File: src/rtl/tx_gd_pkg.sv
package tx_gd_pkg;
  typedef enum logic [1:0] {
    PAR_NONE = 2'b00,
    PAR_RSVD = 2'b01,
    PAR_EVEN = 2'b10,
    PAR_ODD  = 2'b11
  } par_mode_e;

  function automatic int unsigned data_bits(input logic [2:0] code);
    case (code)
      3'b000:  data_bits = 5;
      3'b001:  data_bits = 6;
      3'b010:  data_bits = 7;
      3'b111:  data_bits = 9;
      default: data_bits = 8;
    endcase
  endfunction
endpackage

File: src/rtl/tx_gd_holding.sv
module tx_gd_holding #(
  parameter int DW = 9,
  localparam int LW = DW - 1
) (
  input  logic          clk,
  input  logic          rst_n,
  input  logic          wr_hi,
  input  logic          hi_bit,
  input  logic          wr_lo,
  input  logic [LW-1:0] lo_data,
  input  logic          accept,
  input  logic          load,
  output logic          commit,
  output logic          full,
  output logic          full_nxt,
  output logic [DW-1:0] data
);
  logic          hi_q;
  logic [DW-1:0] data_nxt;

  always_comb begin
    commit   = wr_lo && !full && accept;
    full_nxt = full;
    data_nxt = data;
    if (commit) begin
      full_nxt = 1'b1;
      data_nxt = {hi_q, lo_data};
    end else if (load) begin
      full_nxt = 1'b0;
    end
  end

  always_ff @(posedge clk or negedge rst_n) begin
    if (!rst_n) begin
      hi_q <= 1'b0;
      full <= 1'b0;
      data <= '0;
    end else begin
      if (wr_hi) hi_q <= hi_bit;
      full <= full_nxt;
      if (commit) data <= data_nxt;
    end
  end
endmodule

File: src/rtl/tx_gd_framer.sv
module tx_gd_framer
  import tx_gd_pkg::*;
#(
  parameter int DW = 9,
  parameter int FW = DW + 4,
  localparam int CW = $clog2(FW + 1)
) (
  input  logic [DW-1:0] data,
  input  logic [2:0]    char_size,
  input  logic [1:0]    par_mode,
  input  logic          two_stop,
  output logic [FW-1:0] frame,
  output logic [CW-1:0] nbits
);
  int   n;
  logic pen;
  logic par;

  always_comb begin
    n     = int'(data_bits(char_size));
    pen   = (par_mode == PAR_EVEN) || (par_mode == PAR_ODD);
    par   = (par_mode == PAR_ODD);
    frame = '1;
    frame[0] = 1'b0;
    for (int i = 0; i < DW; i++) begin
      if (i < n) begin
        frame[1+i] = data[i];
        par = par ^ data[i];
      end else if (i == n && pen) begin
        frame[1+i] = par;
      end
    end
    if (pen && n == DW) frame[1+DW] = par;
    nbits = CW'(2 + n + int'(pen) + int'(two_stop));
  end
endmodule

File: src/rtl/tx_gd_shifter.sv
module tx_gd_shifter #(
  parameter int FW = 13,
  localparam int CW = $clog2(FW + 1)
) (
  input  logic          clk,
  input  logic          rst_n,
  input  logic          tick,
  input  logic          pend,
  input  logic [FW-1:0] frame,
  input  logic [CW-1:0] nbits,
  output logic          load,
  output logic          finish,
  output logic          busy,
  output logic          busy_nxt,
  output logic          line
);
  logic [FW-1:0] sh, sh_nxt;
  logic [CW-1:0] cnt, cnt_nxt;
  logic          last;
  logic          adv;

  always_comb begin
    last     = busy && (cnt == CW'(1));
    load     = tick && pend && (!busy || last);
    finish   = tick && last && !pend;
    adv      = load || (tick && busy);
    sh_nxt   = sh;
    cnt_nxt  = cnt;
    busy_nxt = busy;
    if (load) begin
      sh_nxt   = frame;
      cnt_nxt  = nbits;
      busy_nxt = 1'b1;
    end else if (tick && busy) begin
      if (last) begin
        busy_nxt = 1'b0;
      end else begin
        sh_nxt  = {1'b1, sh[FW-1:1]};
        cnt_nxt = cnt - CW'(1);
      end
    end
    line = busy ? sh[0] : 1'b1;
  end

  always_ff @(posedge clk or negedge rst_n) begin
    if (!rst_n) begin
      sh   <= '1;
      cnt  <= '0;
      busy <= 1'b0;
    end else if (adv) begin
      sh   <= sh_nxt;
      cnt  <= cnt_nxt;
      busy <= busy_nxt;
    end
  end
endmodule

File: src/rtl/tx_gd.sv
module tx_gd #(
  parameter int DATA_MAX = 9,
  localparam int LW = DATA_MAX - 1,
  localparam int FW = DATA_MAX + 4,
  localparam int CW = $clog2(FW + 1)
) (
  input  logic          clk,
  input  logic          rst_n,
  input  logic          baud_tick,
  input  logic          tx_enable,
  input  logic [2:0]    char_size,
  input  logic [1:0]    par_mode,
  input  logic          two_stop,
  input  logic          wr_hi,
  input  logic          hi_bit,
  input  logic          wr_lo,
  input  logic [LW-1:0] wr_data,
  input  logic          ie_empty,
  input  logic          ie_done,
  output logic          txd,
  output logic          tx_drive,
  output logic          buf_empty,
  output logic          tx_done,
  output logic          irq_empty,
  output logic          irq_done
);
  logic                commit, full, full_nxt, load, finish, busy, busy_nxt, line;
  logic [DATA_MAX-1:0] hold_data;
  logic [FW-1:0]       frame;
  logic [CW-1:0]       nbits;
  logic                active, active_nxt, done_nxt;

  tx_gd_holding #(.DW(DATA_MAX)) u_hold (
    .clk(clk), .rst_n(rst_n), .wr_hi(wr_hi), .hi_bit(hi_bit), .wr_lo(wr_lo),
    .lo_data(wr_data), .accept(active), .load(load), .commit(commit),
    .full(full), .full_nxt(full_nxt), .data(hold_data)
  );

  tx_gd_framer #(.DW(DATA_MAX), .FW(FW)) u_frm (
    .data(hold_data), .char_size(char_size), .par_mode(par_mode),
    .two_stop(two_stop), .frame(frame), .nbits(nbits)
  );

  tx_gd_shifter #(.FW(FW)) u_shf (
    .clk(clk), .rst_n(rst_n), .tick(baud_tick), .pend(full), .frame(frame),
    .nbits(nbits), .load(load), .finish(finish), .busy(busy),
    .busy_nxt(busy_nxt), .line(line)
  );

  always_comb begin
    active_nxt = tx_enable || (active && (full_nxt || busy_nxt));
    done_nxt   = tx_done;
    if (commit)      done_nxt = 1'b0;
    else if (finish) done_nxt = 1'b1;
  end

  always_ff @(posedge clk or negedge rst_n) begin
    if (!rst_n) begin
      active  <= 1'b0;
      tx_done <= 1'b0;
    end else begin
      active  <= active_nxt;
      tx_done <= done_nxt;
    end
  end

  assign tx_drive  = active;
  assign txd       = active ? line : 1'b1;
  assign buf_empty = !full;
  assign irq_empty = ie_empty && buf_empty;
  assign irq_done  = ie_done && tx_done;
endmodule

File: config.mk
export PLATFORM = sky130hd
export DESIGN_NAME = tx_gd
export DESIGN_NICKNAME = d
export VERILOG_FILES = /design/src/rtl/tx_gd_pkg.sv /design/src/rtl/tx_gd_holding.sv /design/src/rtl/tx_gd_framer.sv /design/src/rtl/tx_gd_shifter.sv /design/src/rtl/tx_gd.sv
export SDC_FILE = /design/constraint.sdc
export NUM_CORES = 1
export LEC_CHECK = 0
export BUFFER_PORTS_ARGS = -buffer_cell sky130_fd_sc_hd__buf_2
export CORE_ASPECT_RATIO = 1.4
export CORE_MARGIN = 5
export CORE_UTILIZATION = 55
export DETAILED_ROUTE_END_ITERATION = 8
export PLACE_DENSITY = 0.82
export SYNTH_ARGS = -nofsm -noshare
export SYNTH_HDL_FRONTEND = slang
export SYNTH_HIERARCHICAL = 1
export SYNTH_SLANG_ARGS = --single-unit
File: constraint.sdc
create_clock -name clk -period 5.8 [get_ports clk]
set_input_delay 1.16 -clock clk [delete_from_list [all_inputs] [get_ports clk]]
set_output_delay 1.16 -clock clk [all_outputs]
set_load 0.02 [all_outputs]
==> summary.md <==
| Metric | Value |
|---|---|
| Clock slew seen by the registers of the worst setup and hold paths | roughly 70 ps |
| Number of global-route vias before repair | ~1300 |
| Number of hold-repair buffers added at the cts stage | 0 |
| Static Leakage | roughly 1 nW |
| Switching Share | 37.7% |
| Largest driver fanout on the critical path | 1 |
| Startpoint of the worst hold path | u_shf/sh[3] |
| Antenna fix cells | 0 |
| Worst hold path cell count | 2 |
| Number of instances in the synthesized netlist | approximately 190 |
| Width of the die | ~60 µm |
| Crit path kind | input port to output pin |
| Global route total overflow | 0 |
| Later-pin clock latency in the skew report | 280 ps |
| Share of the synthesized area in the top cell type | a little under a quarter |
| Top routing layer in use | met4 |
| Most area-hungry cell type in the Yosys netlist | sky130_fd_sc_hd__dfrtp_1 |
| Port Buffer Count | 28 |
| Number of sinks driven by the clock tree | 31 |
| Net count, final | 232 |
| Total length of routed met2 wires | between 1.5 and 2 mm |
| Achievable Freq | between 300 and 400 MHz |
| Global-route total usage across every layer | 16.2% |
| Reg-to-Reg Start | u_hold/data[0] |
| Relative contribution of sequential cells to total power | between 30% and 40% |
| Site Rows | 25 |
| TritonCTS clock tree | yes |
| Post-synthesis instance area | 1900 µm² |
| Clock network fraction of total power | 15.0% |
| Most common library cells after synthesis | sky130_fd_sc_hd__nand2_1, sky130_fd_sc_hd__dfrtp_1, sky130_fd_sc_hd__a22oi_1, sky130_fd_sc_hd__dfstp_2 |
| Sum of negative setup slack | 0 ps |
| Type of the tightest min-delay check | register to register |
| Tcrit/Tclk final | 46.5% |
| Number of buffers on the longest clock path | 2 |
| Number of buffers created by CTS | 5 |
| Post-synthesis sequential area ratio | 41.7% |
| Min Tclk post-route | 2700 ps |
| Starting Density | a little under three fifths |
| Die Span Y | approximately 80 µm |
| H-tree depth | 2 |
| Reg-to-Reg End | u_shf/sh[9] |
| Die ar. | about 4700 µm² |
| Max IR drop VDD | 354 µV |
| Logic pwr share | a little under half |
| Top-Level Pins | 29 |
| Setup slack of the most critical reg-to-reg path | 3710 ps |
| Post-route met1 wirelength | 1.37 mm |
| Remaining number of nets flagged by the antenna check after routing | 0 |
| Design area | a little over 2000 µm² |
| CP Launch Type | input port |
| Pin count of the biggest net entering global routing | 32 |
| Yosys cell types | 52 |
| Number of fillers in the final layout | 279 |
| End point of the worst hold path | u_shf/sh[2] |
| Crit end category | output pin |
| R2R cell count | 8 |
| Setup repair after global routing missed its margin | false |
| Count of state elements after synthesis | 31 |
| Mean area per synthesized cell | 10.2 µm² |
| Number of DRC violations after detailed-routing iteration 0 | 38 |
| Net switching power figure | approximately 0.43 mW |
| Post-synth EDFFs | 0 |
| Max-Slew Margin vs Limit | 41.5% |
| Routed met3 length | approximately 180 µm |
| Multi-input combinational cell area | 963 µm² |
| Core Region | roughly 3300 µm² |
| Gpl congestion | around 0.78 |
| Number of max-cap violations | 0 |
| Number of gates resized after cts | 0 |
| Residual DRC | 0 |
| Worst EP required | approximately 4600 ps |
| Root buffer cell | sky130_fd_sc_hd__clkbuf_8 |
| Maximum clock skew at final layout | 9.32 ps |
| Top post-synthesis cells by area | sky130_fd_sc_hd__dfrtp_1, sky130_fd_sc_hd__dfstp_2, sky130_fd_sc_hd__mux2_4 |
| Total half-perimeter wirelength after legalization and detailed placement | about 2.5 mm |
| Wire length of the first global-routing pass | slightly below 6 mm |
| Final slew viol count | 0 |
| Status | finished, final reports clean |
| Top-count cell post-synth | sky130_fd_sc_hd__nand2_1 |
| Number of antenna violations at the first check in global routing | 0 |
| Number of setup buffers added after CTS | 0 |
| Share of cells above drive strength 1 | 34.0% |
| Slew of the pin with the lowest slew margin | between 800 and 900 ps |
| First drt pass iteration count | 4 |
| Instance area after placement | 1980 µm² |
| Mean routed wirelength per cell | between 10 and 15 µm |
| Data arrival time at the worst-slack endpoint | 1540 ps |
| Footprint of the flip-flops and latches | a little under 800 µm² |
| Cell-internal power | 0.707 mW |
| Commonest register cell after synthesis | sky130_fd_sc_hd__dfrtp_1 |
| Wirelength, routed | 3.42 mm |
| Vias | 1355 |
| Number of warnings printed during yosys synthesis | 6 |
| Final setup violation count | 0 |
| Area growth from synthesis to layout | 9.02% |
| Areal power density over the cells | approximately 550 nW/µm² |
| Fraction of synthesis flops using an asynchronous set or reset pin | between 90% and 100% |
| Routed vias/inst | roughly 5.5 |
| Final Util | around three fifths |
| Final Hold Vio Count | 0 |
-- layer usage --
metal,track usage (%),vias to the layer above
li1,-,676
met5,0,-
met2,28.2,26
met3,4.53,7
met1,18.1,646
met4,5.99,0
-- cell usage in the layout (no fill, tap or decap), types with 2 or more instances in the layout --
master                      n
sky130_fd_sc_hd__and3_1     2
sky130_fd_sc_hd__clkinv_2   2
sky130_fd_sc_hd__a31oi_1    2
sky130_fd_sc_hd__dfstp_2   13
sky130_fd_sc_hd__xnor2_1    4
sky130_fd_sc_hd__dfrtp_1   18
sky130_fd_sc_hd__buf_2     28
sky130_fd_sc_hd__mux2_4     8
sky130_fd_sc_hd__o21ai_1    2
sky130_fd_sc_hd__nand2b_1   4
sky130_fd_sc_hd__nor3_1     6
sky130_fd_sc_hd__clkbuf_8   6
sky130_fd_sc_hd__mux2_2     2
sky130_fd_sc_hd__nor3b_1    2
sky130_fd_sc_hd__a21oi_1    2
sky130_fd_sc_hd__a22oi_1   13
sky130_fd_sc_hd__inv_1      8
sky130_fd_sc_hd__o21ai_0    2
sky130_fd_sc_hd__xor2_1     2
sky130_fd_sc_hd__xnor2_2    2
sky130_fd_sc_hd__o211ai_1   2
sky130_fd_sc_hd__nand2_1   32
sky130_fd_sc_hd__nor2_1     9
sky130_fd_sc_hd__ha_1       3
sky130_fd_sc_hd__nand3_1    3
sky130_fd_sc_hd__conb_1     3
sky130_fd_sc_hd__o221ai_1   2
-- registers in the layout (all words and copies together), names as in the netlist --
name and count:
tx_done 1, tx_drive 1, u_hold/data 9, u_hold/full 1, u_hold/hi_q 1, u_shf/busy 1
u_shf/cnt 4, u_shf/sh 13
-- power by group through the flow --
stage	registers, mW	clock network [mW]	logic, mW
2_1_floorplan	0.403	0	0.484
3_3_place_gp	0.420	0	0.534
3_5_place_dp	0.421	0	0.547
4_1_cts	0.419	0.177	0.550
5_1_grt	0.433	0.187	0.604
6_report	0.419	0.170	0.545
-- worst max-delay path by stage --
stage,start,endpoint,slack (ps),cells past startpoint
finish,ie_done,irq_done,3100,3
global route,ie_done,irq_done,3100,3
CTS,ie_done,irq_done,3100,3
detailed placement,char_size[0],u_shf/cnt[3],2950,9
global placement,char_size[0],u_shf/cnt[2],3020,9
floorplan,char_size[0],u_shf/cnt[3],3070,9
-- cell families after synthesis --
family	count (synthesis)	synth area share, %
other	2	0.395
buffers and inverters	27	7.83
AOI/OAI and AO/OA	36	14.8
and+or+nand+nor	66	17.6
adders and majority gates	4	3.03
muxes	11	8.03
DFF	31	41.7
xor gates and xnor gates	10	6.58
-- per-stage QoR --
step	setup WS, ps	std cells	total power, mW	hold slack [ps]
after floorplan	3070	188	0.887	439
after global placement	3020	238	0.954	445
after detailed placement	2950	238	0.968	447
after CTS	3100	246	1.15	446
after global routing	3100	246	1.22	460
final	3100	246	1.13	444
-- worst max-delay path, cell delays in order --
cell                     delay (ps)
sky130_fd_sc_hd__buf_2           90
sky130_fd_sc_hd__and2_1         130
sky130_fd_sc_hd__buf_2          150
-- area by class of cell --
class,count,share of cell area (%)
Multi-Input combinational cell,130,46.5
Sequential cell,31,38.2
Timing Repair Buffer,28,6.76
Clock buffer,7,4.17
Tap cell,40,2.42
Inverter,9,1.69
Clock inverter,1,0.242
No activity file was read; power rests on OpenSTA's default activity.
